### src/rtl/sleep_pkg.sv
package sleep_pkg;

  typedef enum logic [2:0] {
    ST_RUN    = 3'd0,
    ST_REQ    = 3'd1,
    ST_WAITN  = 3'd2,
    ST_PD     = 3'd3,
    ST_RECOV  = 3'd4,
    ST_RESUME = 3'd5
  } seq_state_e;

endpackage

### src/rtl/ss_rst_sync.sv
module ss_rst_sync (
  input  logic clk,
  input  logic rst_n,
  output logic rst_sync_n
);

  logic [1:0] stage_q;

  always_ff @(posedge clk or negedge rst_n) begin
    if (!rst_n) stage_q <= 2'b00;
    else        stage_q <= {stage_q[0], 1'b1};
  end

  assign rst_sync_n = stage_q[1];

endmodule

### src/rtl/ss_tick_sync.sv
module ss_tick_sync #(
  parameter int unsigned STAGES = 2
) (
  input  logic clk,
  input  logic rst_n,
  input  logic slow_in,
  output logic tick
);

  localparam int unsigned W = STAGES + 1;

  logic [W-1:0] sh_q;

  always_ff @(posedge clk or negedge rst_n) begin
    if (!rst_n) sh_q <= '0;
    else        sh_q <= {sh_q[W-2:0], slow_in};
  end

  assign tick = sh_q[W-2] & ~sh_q[W-1];

endmodule

### src/rtl/ss_wake_sync.sv
module ss_wake_sync #(
  parameter int unsigned N_IRQ = 8
) (
  input  logic             clk,
  input  logic             rst_n,
  input  logic [N_IRQ-1:0] irq_pend,
  input  logic [N_IRQ-1:0] irq_mask,
  input  logic             tick,
  input  logic             clr,
  output logic             wake_q,
  output logic             wake_slow
);

  logic wake_d;
  logic s1_q, s2_q;
  logic s1_d, s2_d;

  assign wake_d = |(irq_pend & irq_mask);

  always_ff @(posedge clk or negedge rst_n) begin
    if (!rst_n) wake_q <= 1'b0;
    else        wake_q <= wake_d;
  end

  always_comb begin
    s1_d = s1_q;
    s2_d = s2_q;
    if (clr) begin
      s1_d = 1'b0;
      s2_d = 1'b0;
    end else if (tick) begin
      s1_d = wake_q;
      s2_d = s1_q;
    end
  end

  always_ff @(posedge clk or negedge rst_n) begin
    if (!rst_n) begin
      s1_q <= 1'b0;
      s2_q <= 1'b0;
    end else begin
      s1_q <= s1_d;
      s2_q <= s2_d;
    end
  end

  assign wake_slow = s2_q;

  p_wake_needs_stage_r4: assert property (@(posedge clk) disable iff (!rst_n)
    $rose(s2_q) |-> $past(s1_q));

endmodule

### src/rtl/ss_rec_cnt.sv
module ss_rec_cnt #(
  parameter int unsigned REC_TICKS = 3
) (
  input  logic clk,
  input  logic rst_n,
  input  logic clr,
  input  logic tick,
  output logic done
);

  localparam int unsigned CW = (REC_TICKS < 2) ? 1 : $clog2(REC_TICKS + 1);
  localparam logic [CW-1:0] LAST = CW'(REC_TICKS - 1);

  logic [CW-1:0] cnt_q, cnt_d;

  always_comb begin
    cnt_d = cnt_q;
    if (clr)                    cnt_d = '0;
    else if (tick && !done)     cnt_d = cnt_q + 1'b1;
  end

  always_ff @(posedge clk or negedge rst_n) begin
    if (!rst_n) cnt_q <= '0;
    else        cnt_q <= cnt_d;
  end

  assign done = !clr && tick && (cnt_q == LAST);

  p_cnt_range_r6: assert property (@(posedge clk) disable iff (!rst_n)
    cnt_q <= LAST);

endmodule

### src/rtl/sleep_seq.sv
module sleep_seq
  import sleep_pkg::*;
#(
  parameter int unsigned N_IRQ     = 8,
  parameter int unsigned REC_TICKS = 3
) (
  input  logic             clk_cpu,
  input  logic             clk_slow,
  input  logic             rst_n,
  input  logic             sleep_bit,
  input  logic             cpu_ack,
  input  logic [N_IRQ-1:0] irq_pend,
  input  logic [N_IRQ-1:0] irq_mask,
  input  logic             wdt_rst,
  output logic             bus_req,
  output logic             pwr_dn,
  output logic             clk_sel_int,
  output logic             cpu_ready,
  output logic             sleep_clr
);

  seq_state_e state_q, state_d;
  logic rst_s;
  logic slow_tick;
  logic wake_q, wake_slow;
  logic rec_done;
  logic pd_neg_q, pd_neg_d;
  logic abort;
  logic in_pd_span;

  ss_rst_sync u_rst (
    .clk        (clk_cpu),
    .rst_n      (rst_n),
    .rst_sync_n (rst_s)
  );

  ss_tick_sync #(.STAGES(2)) u_tick (
    .clk     (clk_cpu),
    .rst_n   (rst_s),
    .slow_in (clk_slow),
    .tick    (slow_tick)
  );

  ss_wake_sync #(.N_IRQ(N_IRQ)) u_wake (
    .clk       (clk_cpu),
    .rst_n     (rst_s),
    .irq_pend  (irq_pend),
    .irq_mask  (irq_mask),
    .tick      (slow_tick),
    .clr       (state_q == ST_RUN),
    .wake_q    (wake_q),
    .wake_slow (wake_slow)
  );

  ss_rec_cnt #(.REC_TICKS(REC_TICKS)) u_rec (
    .clk   (clk_cpu),
    .rst_n (rst_s),
    .clr   (state_q != ST_RECOV),
    .tick  (slow_tick),
    .done  (rec_done)
  );

  assign abort = !sleep_bit || wake_q;

  always_comb begin
    state_d = state_q;
    if (wdt_rst) begin
      state_d = ST_RUN;
    end else begin
      unique case (state_q)
        ST_RUN:    if (sleep_bit && !wake_q) state_d = ST_REQ;
        ST_REQ:    if (abort)                state_d = ST_RUN;
                   else if (cpu_ack)         state_d = ST_WAITN;
        ST_WAITN:  if (pd_neg_q)             state_d = ST_PD;
                   else if (abort)           state_d = ST_RUN;
        ST_PD:     if (slow_tick && wake_slow) state_d = ST_RECOV;
        ST_RECOV:  if (rec_done)             state_d = ST_RESUME;
        ST_RESUME:                           state_d = ST_RUN;
        default:                             state_d = ST_RUN;
      endcase
    end
  end

  always_ff @(posedge clk_cpu or negedge rst_s) begin
    if (!rst_s) state_q <= ST_RUN;
    else        state_q <= state_d;
  end

  // power-down launches on the falling edge after the acknowledged rising edge
  always_comb begin
    pd_neg_d = 1'b0;
    if (state_q == ST_WAITN) pd_neg_d = sleep_bit && !wake_q && !wdt_rst;
    else if (state_q == ST_PD) pd_neg_d = 1'b1;
  end

  always_ff @(negedge clk_cpu or negedge rst_s) begin
    if (!rst_s) pd_neg_q <= 1'b0;
    else        pd_neg_q <= pd_neg_d;
  end

  assign in_pd_span  = (state_q == ST_WAITN) || (state_q == ST_PD);
  assign pwr_dn      = rst_s && pd_neg_q && in_pd_span;
  assign bus_req     = rst_s && (((state_q == ST_RUN) && sleep_bit && !wake_q && !wdt_rst)
                                 || (state_q == ST_REQ) || in_pd_span
                                 || (state_q == ST_RECOV));
  assign clk_sel_int = rst_s && ((state_q == ST_RECOV) || (state_q == ST_RESUME));
  assign cpu_ready   = rst_s && (state_q == ST_RESUME);
  assign sleep_clr   = rst_s && (state_q == ST_RESUME);

  p_pd_has_req_r3: assert property (@(posedge clk_cpu) disable iff (!rst_s)
    pwr_dn |-> bus_req);

  p_pd_fall_tick_r5: assert property (@(posedge clk_cpu) disable iff (!rst_s)
    $fell(pwr_dn) |-> ($past(slow_tick) || $past(wdt_rst)));

  p_ready_released_r6: assert property (@(posedge clk_cpu) disable iff (!rst_s)
    cpu_ready |-> (!bus_req && !pwr_dn));

  p_clr_pulse_r7: assert property (@(posedge clk_cpu) disable iff (!rst_s)
    sleep_clr |=> !sleep_clr);

  p_wdt_ends_r10: assert property (@(posedge clk_cpu) disable iff (!rst_s)
    wdt_rst |=> (!pwr_dn && !cpu_ready));

  p_sel_not_pd_r12: assert property (@(posedge clk_cpu) disable iff (!rst_s)
    clk_sel_int |-> !pwr_dn);

endmodule

### config.mk
export PLATFORM = sky130hd
export DESIGN_NAME = sleep_seq
export DESIGN_NICKNAME = d
export VERILOG_FILES = /design/src/rtl/sleep_pkg.sv /design/src/rtl/ss_rst_sync.sv /design/src/rtl/ss_tick_sync.sv /design/src/rtl/ss_wake_sync.sv /design/src/rtl/ss_rec_cnt.sv /design/src/rtl/sleep_seq.sv
export SDC_FILE = /design/constraint.sdc
export NUM_CORES = 1
export LEC_CHECK = 0
export BUFFER_PORTS_ARGS = -buffer_cell sky130_fd_sc_hd__buf_2
export CAP_MARGIN = 20
export CORE_MARGIN = 8
export CORE_UTILIZATION = 44
export CTS_BUF_LIST = sky130_fd_sc_hd__clkbuf_8
export DETAILED_ROUTE_END_ITERATION = 12
export PLACE_DENSITY = 0.76
export RECOVER_POWER = 25
export REMOVE_ABC_BUFFERS = 1
export SKIP_LAST_GASP = 1
export SLEW_MARGIN = 30
export SYNTH_ARGS = -nofsm -noshare
export SYNTH_HDL_FRONTEND = slang
export SYNTH_SLANG_ARGS = --single-unit
### constraint.sdc
create_clock -name clk_cpu -period 1.32 [get_ports clk_cpu]
set_clock_uncertainty 0.2 [all_clocks]
set_input_delay 0.066 -clock clk_cpu [delete_from_list [all_inputs] [get_ports clk_cpu]]
set_output_delay 0.066 -clock clk_cpu [all_outputs]
set_load 0.01 [all_outputs]
==> impl_metrics.yaml <==
setup_path:
  worstSetupPathType: "flop to primary output"
  cp_top_family: "flip-flops"
  cpMaxStageDelayCell: "dfrtn_1"
  crit_fanout: 2
  worstPathRequired_ns: 1.05
  endpoint_kind: "primary output"
  cpPeakStageDelay_ns: 0.40
  crit_arrival_ns: 1.57
  crit_buf_inv: 1
  critPathLaunchType: "flop"
  cp_cell_sequence: "and3_1 > buf_2"
floorplanning:
  core-area_um2: 1510
  die_area_um2: 3130
  rows: 14
  die_w_um: 55.9
  die_h_um: 55.9
  start_util_pct: 46.6
  ios: 27
sta:
  timing.final.hold_violations: 0
  slew_viol_final: 0
  setup_viol: 10
  fin_ws_ns: -0.518
  rsz0062_at_grt: "true"
detailed_routing:
  via_per_inst: 5.20
  drt_wl_total_mm: 2.40
  drc: 0
  vias: 754
  wire_per_inst_um: 16.5
  drtAntennaViolNets: 0
  firstDrtPassIters: 4
  drt_iter0_markers: 33
final_layout:
  antenna_cells: 0
  fin_util_pct: 82.2
  multiInputGateArea_um2: 364
  nNetsFinal: 153
  seq_area_um2: 350
  fillers: 90
  area_growth_pct: 76.5
  drive_gt1_share_pct: 43.4
synth:
  synth-edff-count: 0
  seq_area_frac_synth_pct: 49.9
  synth_cell_types: 32
  syn_avg_cell_area_um2: 10.2
  syn-cell-area_um2: 702
  synthFlopType: "dfrtp_1"
  ys_seq_elements: 14
  synthCells: 69
  yosys_warnings: 0
  async_flop_share_pct: 100
cts:
  cts.path.max_buffers: 2
  clk_pin_slew_ns: 0.06
  cts_max_level: 1
  root_buffer: "clkbuf_8"
  cts.sinks: 14
  cts_tree: "built"
  clk_latency_ns: 0.26
  cts_inserted_buffers: 3
global_routing:
  grt_overflow: 0
  grt_pass1_vias: 878
  grt_pass1_wl_mm: 4.13
  grt_max_degree: 12
  antenna_found_initial: 0
  grt_usage_pct: 16.3
pwr:
  p_int_mw: 0.790
  powerDensity_nw_per_um2: 811
  p_clk_share_pct: 41.4
  leakage_nw: 0.588
  seqPwrFrac_pct: 44.4
  ir_worst_vdd_uv: 978
  combPwrFrac_pct: 14.2
  switching_share_pct: 21.3
  power.switching_mw: 0.214
run_status:
  violations: "negative setup slack"
  status: "finished, violations left"
place:
  port_buffers: 26
  hpwl_mm: 1.40
  globalplace.congestion: 0.765
  dp_slack_ns: -0.435
flow_run:
  drv_cap: 0
hold_path:
  worstHoldPathType: "flop to async pin"
cell usage after synthesis (2+ instances only):
cell	instances	area [um2]
nor2_1	4	15.0
a22oi_1	4	30.0
o21ai_0	4	20.0
nand2b_4	2	27.5
and3_1	2	12.5
a21oi_1	6	30.0
nand2b_1	2	12.5
or3_1	2	12.5
dfrtp_1	13	325
nand4_1	2	12.5
nand2_1	7	26.3
repair_timing:
action / 4_1_cts / 5_1_grt
hold endpoints to repair: 6 / 0
gates cloned: 1 / 0
pin swaps: 10 / 2
setup buffers: 2 / 1
resized for setup: 10 / 7
hold buffers: 20 / 0
endpoints found under the setup margin: 10 / 12
state kept, by name (all words and copies together) (netlist names):
register,flops
u_rst.stage_q,2
pd_neg_q,1
u_tick.sh_q,3
u_wake.s1_q,1
u_rec.cnt_q,2
u_wake.wake_slow,1
u_wake.wake_q,1
state_q,3
through the flow:
| step | setup TNS (ns) | std cells | total power, mW | area, um2 | hold slack, ns |
|---|---|---|---|---|---|
| 2_1_floorplan | -1.50 | 66 | 0.484 | 678 | -0.430 |
| 3_3_place_gp | -1.47 | 119 | 0.534 | 911 | -0.347 |
| 3_5_place_dp | -1.64 | 119 | 0.538 | 911 | -0.344 |
| 4_1_cts | -2.57 | 146 | 1.00 | 1220 | 0.0141 |
| 5_1_grt | -2.99 | 145 | 1.05 | 1240 | 0.0316 |
| 6_report | -2.47 | 145 | 1.00 | 1240 | 0.00633 |
routing by layer:
layer,track usage [%],wire (um),vias up
met5,0,0,-
met4,4.12,18,0
met3,9.36,280,2
met2,27.7,1190,37
met1,16.7,906,345
li1,-,-,370
cell usage in the layout (no fill, tap or decap), types with 2 or more instances in the layout:
cell / count
nand2b_4: 2
a21oi_2: 4
clkbuf_8: 4
and3_1: 2
dfrtp_1: 13
a22oi_1: 4
nand4_1: 2
nand2b_1: 2
buf_2: 25
a21oi_1: 3
buf_6: 5
buf_4: 8
o21ai_0: 2
nor2_1: 3
or3_4: 2
o21ai_1: 3
dlygate4sd3_1: 20
nand2_1: 7
logic make-up after synthesis:
| family | Yosys count | share of synthesized area [%] |
|---|---|---|
| other | 1 | 0.534 |
| buffers and inverters | 4 | 3.92 |
| AND/OR/NAND/NOR | 29 | 25.8 |
| flip-flops | 14 | 49.9 |
| AO/OA/AOI/OAI | 20 | 18.0 |
| adder cells (fa/ha/maj) | 1 | 1.78 |
power by group through the flow:
stage / Sequential [mW] / Combinational [mW] / Clock [mW]
finish: 0.446 / 0.142 / 0.416
global placement: 0.453 / 0.0808 / 0
CTS: 0.446 / 0.131 / 0.424
detailed placement: 0.454 / 0.0840 / 0
floorplan: 0.458 / 0.0258 / 0
global route: 0.447 / 0.152 / 0.448
cell type report:
type	instances	area share (%)
Clock buffer	4	4.44
Inverter	1	0.303
Multi-Input combinational cell	51	29.4
Sequential cell	14	28.3
Tap cell	16	1.62
Timing Repair Buffer	59	36.0
final timing paths:
check / from / end / slack [ns] / depth (start not counted)
max: pd_neg_q$_DFF_NN0_ / pwr_dn / -0.52 / 2
min: u_rst.stage_q[1]$_DFF_PN0_ / state_q[1]$_DFFE_PN0P_ / 0.006 / 1
max reg2reg: pd_neg_q$_DFF_NN0_ / state_q[0]$_DFFE_PN0P_ / -0.42 / 4
min reg2reg: u_rst.stage_q[1]$_DFF_PN0_ / state_q[1]$_DFFE_PN0P_ / 0.006 / 1
max in group asynchronous: u_rst.stage_q[1]$_DFF_PN0_ / pd_neg_q$_DFF_NN0_ / 0.23 / 1
min in group clk_cpu: cpu_ack / state_q[0]$_DFFE_PN0P_ / 0.01 / 4
Power figures use the tool's default switching activity.
